`config.mk`:
```
export PLATFORM = sky130hd
export DESIGN_NAME = srp_port
export DESIGN_NICKNAME = d
export VERILOG_FILES = /design/src/rtl/srp_pkg.sv /design/src/rtl/srp_shifter.sv /design/src/rtl/srp_regfile.sv /design/src/rtl/srp_port.sv
export SDC_FILE = /design/constraint.sdc
export NUM_CORES = 1
export LEC_CHECK = 0
export BUFFER_PORTS_ARGS = -buffer_cell sky130_fd_sc_hd__buf_2
export CELL_PAD_IN_SITES_DETAIL_PLACEMENT = 1
export CELL_PAD_IN_SITES_GLOBAL_PLACEMENT = 2
export CORE_AREA = 3 3 109 111
export CTS_CLUSTER_DIAMETER = 200
export DETAILED_ROUTE_END_ITERATION = 7
export DIE_AREA = 0 0 112 114
export GPL_ROUTABILITY_DRIVEN = 1
export PLACE_DENSITY_LB_ADDON = 0.1
export SETUP_SLACK_MARGIN = 0.05
export SYNTH_ARGS = -nofsm -noshare
export SYNTH_HDL_FRONTEND = slang
export SYNTH_SLANG_ARGS = --single-unit
```
`constraint.sdc`:
```
create_clock -name clk -period 2.23 [get_ports clk]
set_input_delay 0.1115 -clock clk [delete_from_list [all_inputs] [get_ports clk]]
set_output_delay 0.1115 -clock clk [all_outputs]
set_load 0.01 [all_outputs]
```
`src/rtl/srp_pkg.sv`:
```
package srp_pkg;
    localparam int CFG_W = 8;
    localparam int RB_W  = 16;
    localparam int RLO_W = 13;
    localparam int RHI_W = RB_W - RLO_W;
    localparam int AW_W  = 24;
    localparam int CNT_W = $clog2(AW_W + 2);

    typedef struct packed {
        logic             sclk;
        logic             sen_n;
        logic [CNT_W-1:0] cnt;
        logic [AW_W-1:0]  shreg;
        logic             sdo;
    } shf_t;

    typedef struct packed {
        logic [CFG_W-1:0] cfg;
        logic [RHI_W-1:0] rhi;
        logic [RLO_W-1:0] rlo1;
        logic [RLO_W-1:0] rlo2;
        logic [AW_W-1:0]  aw;
    } rf_t;
endpackage

```
`src/rtl/srp_shifter.sv`:
```
module srp_shifter
    import srp_pkg::*;
(
    input  logic             clk,
    input  logic             rst_n,
    input  logic             sclk_i,
    input  logic             sdi_i,
    input  logic             sen_n_i,
    output logic             commit_o,
    output logic [CNT_W-1:0] cnt_o,
    output logic [AW_W-1:0]  data_o,
    output logic             sdo_o
);
    shf_t st_d, st_q;
    logic rise, fall;

    always_comb begin
        st_d       = st_q;
        st_d.sclk  = sclk_i;
        st_d.sen_n = sen_n_i;
        rise       = sclk_i & ~st_q.sclk;
        fall       = ~sclk_i & st_q.sclk;
        if (sen_n_i) begin
            st_d.cnt   = '0;
            st_d.shreg = '0;
            st_d.sdo   = 1'b0;
        end else begin
            if (rise) begin
                st_d.shreg = {st_q.shreg[AW_W-2:0], sdi_i};
                if (st_q.cnt != {CNT_W{1'b1}})
                    st_d.cnt = st_q.cnt + CNT_W'(1);
            end
            if (fall)
                st_d.sdo = st_q.shreg[AW_W-1];
        end
    end

    always_ff @(posedge clk) begin
        if (!rst_n) begin
            st_q       <= '0;
            st_q.sen_n <= 1'b1;
        end else begin
            st_q <= st_d;
        end
    end

    assign commit_o = sen_n_i & ~st_q.sen_n;
    assign cnt_o    = st_q.cnt;
    assign data_o   = st_q.shreg;
    assign sdo_o    = st_q.sdo;

    AST_SDO_FALL_ONLY: assert property (@(posedge clk) disable iff (!rst_n)
        (!(~sclk_i & st_q.sclk) && !sen_n_i) |=> $stable(sdo_o));
    AST_IDLE_CLEAR: assert property (@(posedge clk) disable iff (!rst_n)
        sen_n_i |=> (cnt_o == '0 && data_o == '0));
endmodule

```
`src/rtl/srp_regfile.sv`:
```
module srp_regfile
    import srp_pkg::*;
(
    input  logic             clk,
    input  logic             rst_n,
    input  logic             commit_i,
    input  logic [CNT_W-1:0] cnt_i,
    input  logic [AW_W-1:0]  data_i,
    output logic [CFG_W-1:0] cfg_o,
    output logic [RHI_W-1:0] rhi_o,
    output logic [RLO_W-1:0] rlo_o,
    output logic [AW_W-1:0]  aw_o
);
    rf_t rf_d, rf_q;

    always_comb begin
        rf_d = rf_q;
        if (commit_i) begin
            if (cnt_i == '0) begin
                rf_d.rlo2 = rf_q.rlo1;
            end else if (cnt_i == CNT_W'(CFG_W)) begin
                rf_d.cfg = data_i[CFG_W-1:0];
            end else if (cnt_i == CNT_W'(RB_W)) begin
                rf_d.rhi  = data_i[RB_W-1:RLO_W];
                rf_d.rlo1 = data_i[RLO_W-1:0];
            end else if (cnt_i == CNT_W'(AW_W)) begin
                rf_d.aw   = data_i;
                rf_d.rlo2 = rf_q.rlo1;
            end
        end
    end

    always_ff @(posedge clk) begin
        if (!rst_n) rf_q <= '0;
        else        rf_q <= rf_d;
    end

    assign cfg_o = rf_q.cfg;
    assign rhi_o = rf_q.rhi;
    assign rlo_o = rf_q.rlo2;
    assign aw_o  = rf_q.aw;

    AST_HOLD_NO_COMMIT: assert property (@(posedge clk) disable iff (!rst_n)
        !commit_i |=> ($stable(cfg_o) && $stable(aw_o) && $stable(rlo_o)));
    AST_BAD_LEN_IGNORED: assert property (@(posedge clk) disable iff (!rst_n)
        (commit_i && cnt_i != '0 && cnt_i != CNT_W'(CFG_W) && cnt_i != CNT_W'(RB_W)
         && cnt_i != CNT_W'(AW_W)) |=> ($stable(cfg_o) && $stable(aw_o) && $stable(rlo_o) && $stable(rhi_o)));
    AST_AWORD_LOAD: assert property (@(posedge clk) disable iff (!rst_n)
        (commit_i && cnt_i == CNT_W'(AW_W)) |=> (aw_o == $past(data_i)));
    AST_R16_NO_ACTIVE: assert property (@(posedge clk) disable iff (!rst_n)
        (commit_i && cnt_i == CNT_W'(RB_W)) |=> $stable(rlo_o));
endmodule

```
`src/rtl/srp_port.sv`:
```
module srp_port
    import srp_pkg::*;
(
    input  logic             clk,
    input  logic             rst_n,
    input  logic             sclk_i,
    input  logic             sdi_i,
    input  logic             sen_n_i,
    output logic [CFG_W-1:0] cfg_o,
    output logic [RHI_W-1:0] rmode_o,
    output logic [RLO_W-1:0] rdiv_o,
    output logic [AW_W-1:0]  aword_o,
    output logic             refsel_o,
    output logic             sdo_o
);
    logic             commit;
    logic [CNT_W-1:0] cnt;
    logic [AW_W-1:0]  data;

    srp_shifter u_shf (
        .clk      (clk),
        .rst_n    (rst_n),
        .sclk_i   (sclk_i),
        .sdi_i    (sdi_i),
        .sen_n_i  (sen_n_i),
        .commit_o (commit),
        .cnt_o    (cnt),
        .data_o   (data),
        .sdo_o    (sdo_o)
    );

    srp_regfile u_rf (
        .clk      (clk),
        .rst_n    (rst_n),
        .commit_i (commit),
        .cnt_i    (cnt),
        .data_i   (data),
        .cfg_o    (cfg_o),
        .rhi_o    (rmode_o),
        .rlo_o    (rdiv_o),
        .aw_o     (aword_o)
    );

    assign refsel_o = aword_o[AW_W-1] & aword_o[AW_W-2];

    AST_REFSEL_DECODE: assert property (@(posedge clk) disable iff (!rst_n)
        refsel_o == (aword_o[AW_W-1:AW_W-2] == 2'b11));
endmodule

```
* Yosys cells after proc, flatten, opt, wreduce, memory -nomap -nowiden *
Cells that the tools add are included.

storage, ports and cells
  bits in registers = 93
  latch bits = 0
  RAM bits = 0
  ROM bits = 0
  output and inout bits = 50
  logic and storage cells = 40
  memories = 0

operators by class
  add/subtract/negate cells = 1
  $mul = 0
  div/mod/pow operators = 0
  magnitude comparators = 0
  eq/ne operators = 6
  shift-type cells = 0
  mux-type cells = 4
  bitwise logic cells = 11
  reductions and logical operators = 8

operator list
  operator             number
  $mux 37              3
  $mux 13              1
  $eq 5x5->1 const B   2
  $reduce_and 4->1     2
  $not 1->1            7
  $add 5x1->5 const B  1
  $eq 5x4->1 const B   1
  $logic_not 5->1      1
  $ne 5x5->1 const B   1
  $reduce_and 5->1     1
  $and 1x1->1          4
  $ne 2x1->1 const B   2
  $reduce_and 3->1     1
  $reduce_and 2->1     1
  $reduce_bool 2->1    1
  $reduce_or 2->1      1

* Depth between registers and ports, before layout *
Gate-level depths: netlist of the first run.

  depth after elaboration = 5
  mapped depth = 7
  gate-level depth less buffers = 6

* Modules after synthesis *
From an unflattened synthesis of the first run, not the netlist that was laid out.

second synthesis, totals
  cell total of the unflattened synthesis = 447
  area total of the unflattened synthesis = 4076.4 sq um

modules (own cells, without submodules)
  module       times used  cells an instance  area each (sq um)
  srp_regfile  1           277                2686.3
  srp_shifter  1           169                1383.8
  srp_port     1           1                  6.3

* Worst setup path after synthesis of the first run *
No wires, ideal clock.

  path type = register -> register
  start point = register u_shf.st_q, in the netlist u_shf.cnt_o[0]
  end point = register u_shf.st_q, in the netlist u_shf.cnt_o[3]
  library setup time = 70 ps
  arrival time = 1525 ps
  data required time = 2160 ps
  path slack = 634 ps
  cell stages (with the launch flop) = 6
  period minus slack after synthesis = 1596 ps
  cells stage by stage = dfxtp_1 > ha_1 > and3_1 > ha_1 > or4_1 > a21oi_1

between the ends
  word-level cells in the longest chain between the ends = 2

ends and longest elaborated chain
  element                                              line               text
  from (decl)                                          srp_shifter.sv:14  shf_t st_d, st_q;
  from (signal assigned)                               srp_shifter.sv:43  st_q <= st_d;
  branches (longest 2 deep; another with $add 5x1->5)  --

Several ways; the timed one is not identified.
A chain may end at the register's enable or synchronous reset.

* Worst setup path in the final report of the first run *
  start point = register u_shf.st_q, in the netlist u_shf.cnt_o[0]
  end point = register u_rf.rf_q, in the netlist u_rf.rlo_o[11]

between the ends
  word-level cells in the longest chain between the ends = 3

ends and longest elaborated chain
  element                                                                  line               text
  $eq 5x4->1 (tied with other cells)                                       srp_regfile.sv:21  end else if (cnt_i == CNT_W'(CFG_W)) begin
  $ne 2x1->1 (no source line) / $reduce_bool 2->1 (equally long branches)  --
  $reduce_and 4->1 (no source line)                                        --
  to (signal assigned)                                                     srp_regfile.sv:35  else rf_q <= rf_d;
  to (decl)                                                                srp_regfile.sv:14  rf_t rf_d, rf_q;

Several ways; a longest one is shown, not always the timed one.

==> impl_metrics.ini, run 1 <==
[logic_synthesis]
synth_xor_xnor_area_share = 0.00682
synthMuxAreaShare = 0.161
syn_inst = 423
synth_compound_area_frac = 0.0396
ys_types = 30
synth_top_family_by_area = simple AND/OR/NAND/NOR gates
ys_seq_area_frac = 0.483
synthSimpleGateAreaFrac = 0.166
yosys_warnings = 0
synth_area_um2 = 3850
ys_ff_latch = 93
synth_nets = 431
synth_area_per_cell_um2 = 9.10
synth-adder-area-share = 0.00975

[sta]
fmax_mhz = 570
finalCritPeriodShare = 0.786
slew-limit-headroom = 0.462
hold_viol_final = 0
period_minus_slack_ps = 1750
final_max_slew_viol_count = 0
fin_setup_tns_ps = 0
setup_viol = 0
rsz0062_at_grt = false
skew_ps = 7.07
tightest_slew_ps = 807

[floorplan]
die_h_um = 114
rows = 38
core_area_um2 = 10900
die_area_um2 = 12800
ioPinCount = 55
die_w_um = 112
start_util = 0.354

[finish]
antenna_cells = 0
drive_gt1_frac = 0.181
nets = 431
final_cells = 566
area_delta_synth_final_pct = 5.49

[placement]
dp_hpwl_mm = 5.29
dp.cells = 551
io_buffers = 54
gp_congestion = 0.766

[grt]
grt_pass1_vias = 2662
gr-total-overflow = 0
grt_max_degree = 87
grt_pass1_wl_mm = 13.7
antenna_found_initial = 0
grt_util_all_layers = 0.136

[pwr]
vdd_drop_max_v = 0.000229
power_density_nw_per_um2 = 701
p_leak_uw = 0.00174

[worst_setup_path]
end_kind = flip-flop
required_ps = 2510
critPathLaunchType = flip-flop
crit_fanout = 13
cp.arrival_ps = 2030
worst-setup-path-type = flip-flop to flip-flop

[routing]
vias = 2636
drtIter0Drc = 70
drc = 0
routed_via_density = 4.66
avgRoutedWirePerCell_um = 14.4
drt_first_pass_iters = 4
ant_nets = 0
finalWirelength_mm = 8.13

[run]
drv_cap = 0

[hold_path]
hold_class = input pin to flip-flop

[cts]
clk_latency_ps = 360
clkTransAtPathRegs_ps = 80
h-tree-depth = 3
cts_made_buffers = 9
cts-root-buf = clkbuf_8
cts_tree = done
cts_sinks = 93
cts_setup_buffers = 0
cts_buffer_depth = 2

[run_status]
status = completed
[Yosys cell counts (all sizes together)]
library cell	instances	area (um^2)
xnor2	2	17.5
a21oi	27	135
dfxtp	93	1860
nand2	135	507
o21ai	2	10.0
nor4bb	1	10.0
nand2b	4	25.0
nor2	4	17.5
xor2	1	8.76
mux2i	62	621
nor3b	1	7.51
nand3	1	5.00
ha	3	37.5
or4	1	7.51
and2	2	12.5
buf	59	448
o31ai	1	7.51
clkbuf	15	56.3
nor2b	1	6.26
inv	2	7.51
or3	3	20.0
nand3b	1	7.51
nand4b	1	8.76
and3	1	6.26
[final timing paths]
kind                       start        endpoint  slack (ps)  depth (start not counted)
setup / recovery  u_shf.cnt_o[0]  u_rf.rlo_o[11]         480                          5
hold / removal            sclk_i  u_shf.st_q[31]          40                          2
setup reg to reg  u_shf.cnt_o[0]  u_rf.rlo_o[11]         480                          5
hold reg to reg     u_rf.aw_o[7]    u_rf.aw_o[7]         460                          2
[where the power goes]
| part | internal [uW] | switching, uW | leakage, uW |
|---|---|---|---|
| Clock | 537 | 553 | 0.0000923 |
| Combinational | 23.4 | 67.5 | 0.000901 |
| Sequential | 1660 | 3.42 | 0.000749 |
| Total | 2220 | 624 | 0.00174 |
[area by class of cell]
type | instances | area, um^2
clock buffer | 12 | 145
tap | 140 | 175
sequential | 93 | 1860
timing repair buffer | 63 | 353
inverter | 2 | 7.51
multi-input combinational | 254 | 1490
fill | 1271 | 6830
clock inverter | 2 | 35.0
[metal layers]
layer  global-route usage  part of all wire  vias up  wire [um]
li1                     -                 -     1311          -
met5                    0                 0        -          0
met1                0.173              0.48     1271       3930
met4               0.0697             0.023        0        186
met2                0.225              0.46       42       3780
met3               0.0212             0.029       12        236
[repair_timing]
action | 4_1_cts | 5_1_grt
endpoints found under the hold margin | 1 | 0
hold buffers | 1 | 0
gates resized for setup | 0 | 0
[cells by family after synthesis]
group	count (synthesis)
flops	93
fa+ha+maj	3
mux	62
buf+inv	76
xor+xnor	3
simple gates	156
compound gates	30
[worst max-delay path: stages, from the launching register on]
cell and delay, ps:
dfxtp_1 400, inv_1 60, ha_1 210, nand3b_1 100, or3_1 640, mux2i_1 260
[sequential cells by signal, indices dropped and copies added, names as in the netlist]
name	cells
u_shf.data_o	24
u_rf.rhi_o	3
u_rf.rf_q	13
u_shf.st_q	2
u_rf.rlo_o	13
u_shf.cnt_o	5
u_shf.sdo_o	1
u_rf.aw_o	24
u_rf.cfg_o	8
[layout by cell type, fill, tap and decap left out, types with 2 or more instances in the layout]
cell type  instances
nand2_1          135
dfxtp_1           93
mux2i_1           62
buf_2             54
a21oi_1           27
clkbuf_8          10
buf_4              7
nand2b_1           4
nor2_1             3
ha_1               3
inv_1              2
and2_1             2
or3_1              2
o21ai_0            2
xnor2_1            2
clkbuf_1           2
[stage by stage]
| stage | setup WS (ps) | cell area (um^2) | hold slack [ps] | total power, uW | utilization |
|---|---|---|---|---|---|
| after global routing | 312 | 4060 | 61.8 | 2980 | 0.373 |
| after global placement | 515 | 3870 | 371 | 1800 | 0.356 |
| after CTS | 419 | 4060 | 32.2 | 2900 | 0.373 |
| final | 476 | 4060 | 44.1 | 2850 | 0.373 |
| after detailed placement | 445 | 3870 | 381 | 1800 | 0.356 |
| after floorplan | 634 | 3850 | 233 | 1770 | - |
Note: power is estimated with default switching activity, not from simulation.
==> run 2: changes to the inputs <==
==> constraint.sdc (replaced) <==
create_clock -name clk -period 1.64 [get_ports clk]
set_input_delay 0.082 -clock clk [delete_from_list [all_inputs] [get_ports clk]]
set_output_delay 0.082 -clock clk [all_outputs]
set_load 0.01 [all_outputs]
==> run 2 against run 1 <==
Global-route usage is essentially flat. Largest cell class unchanged. Worst setup slack lost 390 ps. Cell area is 3.6% higher. Register-to-register slack lost 390 ps. Critical endpoint is now u_shf.cnt_o[3]. First-iteration DRC count is 27% lower.
==> impl_metrics.ini, run 2 (synthesized netlist as in run 1, its figures left out) <==
[run_status]
status = completed

[pwr]
power_density_nw_per_um2 = 920
seqPwrFrac = 0.585
p_leak_uw = 0.00180
vdd_drop_max_v = 0.000413
p_int_uw = 2980
p_comb_frac = 0.036
switching_share = 0.230
p_switching_uw = 893
clkPwrFrac = 0.379

[finish]
area_delta_synth_final_pct = 9.32
antenna_cells = 0
fin_area_um2 = 4210
seqCellArea_um2 = 1860
fill_cells = 1283
multi_input_area_um2 = 1530
drive_gt1_frac = 0.223
layout_commonest_cell = nand2_1
nets = 438
final_cell_mix = 135 x nand2_1, 91 x dfxtp_1, 62 x mux2i_1

[sta]
fin_setup_tns_ps = 0
slew-limit-headroom = 0.771
skew_ps = 10.8
tightest_slew_ps = 344
hold_viol_final = 0
period_minus_slack_ps = 1550
fin_ws_ps = 87.2
fmax_mhz = 644
rsz0062_at_grt = true
setup_viol = 0
finalCritPeriodShare = 0.947
final_max_slew_viol_count = 0
holdWs_ps = 41.6

[placement]
place_area_um2 = 3960
io_buffers = 54
dp_hpwl_mm = 5.56
dp_slack_ps = -40.2
gp_congestion = 0.709

[routing]
routed_via_density = 4.59
drc = 0
finalWirelength_mm = 8.18
vias = 2641
drt_first_pass_iters = 4
avgRoutedWirePerCell_um = 14.2
ant_nets = 0
drtIter0Drc = 51

[cts]
clkTransAtPathRegs_ps = 90
cts_buffer_depth = 2
h-tree-depth = 3
clk_latency_ps = 360
cts-root-buf = clkbuf_8
cts_tree = done
cts_sinks = 93
cts_made_buffers = 9

[floorplan]
die_area_um2 = 12800
die_w_um = 112
die_h_um = 114
start_util = 0.354
rows = 38
ioPinCount = 55
core_area_um2 = 10900

[run]
drv_cap = 0

[worst_setup_path]
worst-setup-path-type = flip-flop to flip-flop
cp.arrival_ps = 1850
worstPathCellList = ha_2, and3_4, ha_4, or4_4, a21oi_2
critPathLaunchType = flip-flop
required_ps = 1940
crit_fanout = 6
critPathSlowestCell = or4_4
critPathMaxStageDelay_ps = 510
end_kind = flip-flop

[hold_path]
hold_class = input pin to flip-flop

[grt]
grt_max_degree = 59
gr-total-overflow = 0
grt_pass1_vias = 2742
grt_util_all_layers = 0.136
antenna_found_initial = 0
grt_pass1_wl_mm = 13.8
[run 2: changes by cell type in the layout (fill, tap and decap cells not counted), sizes merged]
cell    before  now
bufinv       1    0
clkinv       1    3
buf         62   69
clkbuf      12   13
[run 2: critical path, delay by kind of cell (launching register included)]
kind,cells,cell delay [ps]
flops,1,340
simple gates,2,690
fa+ha+maj,2,360
compound gates,1,120
[run 2: metrics by stage]
stage                     power, uW   util  std cells
after floorplan                2400      -        423
after global placement         2460  0.363        557
after detailed placement       2460  0.363        557
after CTS                      3940  0.384        575
after global routing           4060  0.387        575
final                          3870  0.387        575
[run 2: timing repair]
action / CTS / global route
buffers inserted: 1 / 0
endpoints found under the setup margin: 12 / 20
resized for setup: 4 / 7
hold buffers: 1 / 0
hold endpoints to repair: 1 / 0
pin swaps: 1 / 0
[run 2: cell type report]
cell class,instances,area share
sequential,93,0.443
timing repair buffer,70,0.105
clock buffer,13,0.0401
inverter,2,0.00178
multi-input combinational,254,0.364
clock inverter,3,0.00446
tap,140,0.0416
[run 2: worst paths after layout]
| kind | startpoint | endpoint | slack, ps | cells after the start |
|---|---|---|---|---|
| min reg2reg | u_rf.aw_o[7] | u_rf.aw_o[7] | 460 | 2 |
| max reg2reg | u_shf.cnt_o[0] | u_shf.cnt_o[3] | 90 | 5 |
| min | sclk_i | u_shf.st_q[31] | 40 | 2 |
| max | u_shf.cnt_o[0] | u_shf.cnt_o[3] | 90 | 5 |
[run 2: power by group through the flow]
stage | clock [uW] | combinational [uW] | sequential (uW)
2_1_floorplan | 0 | 86.6 | 2320
3_3_place_gp | 0 | 139 | 2320
3_5_place_dp | 0 | 138 | 2320
4_1_cts | 1530 | 144 | 2270
5_1_grt | 1640 | 157 | 2270
6_report | 1470 | 141 | 2270
[run 2: per-layer routing]
layer / vias up / track usage / share of wire
met2: 40 / 0.232 / 0.48
met4: 0 / 0.0601 / 0.018
met1: 1262 / 0.163 / 0.47
li1: 1330 / - / -
met3: 9 / 0.0324 / 0.034
met5: - / 0 / 0
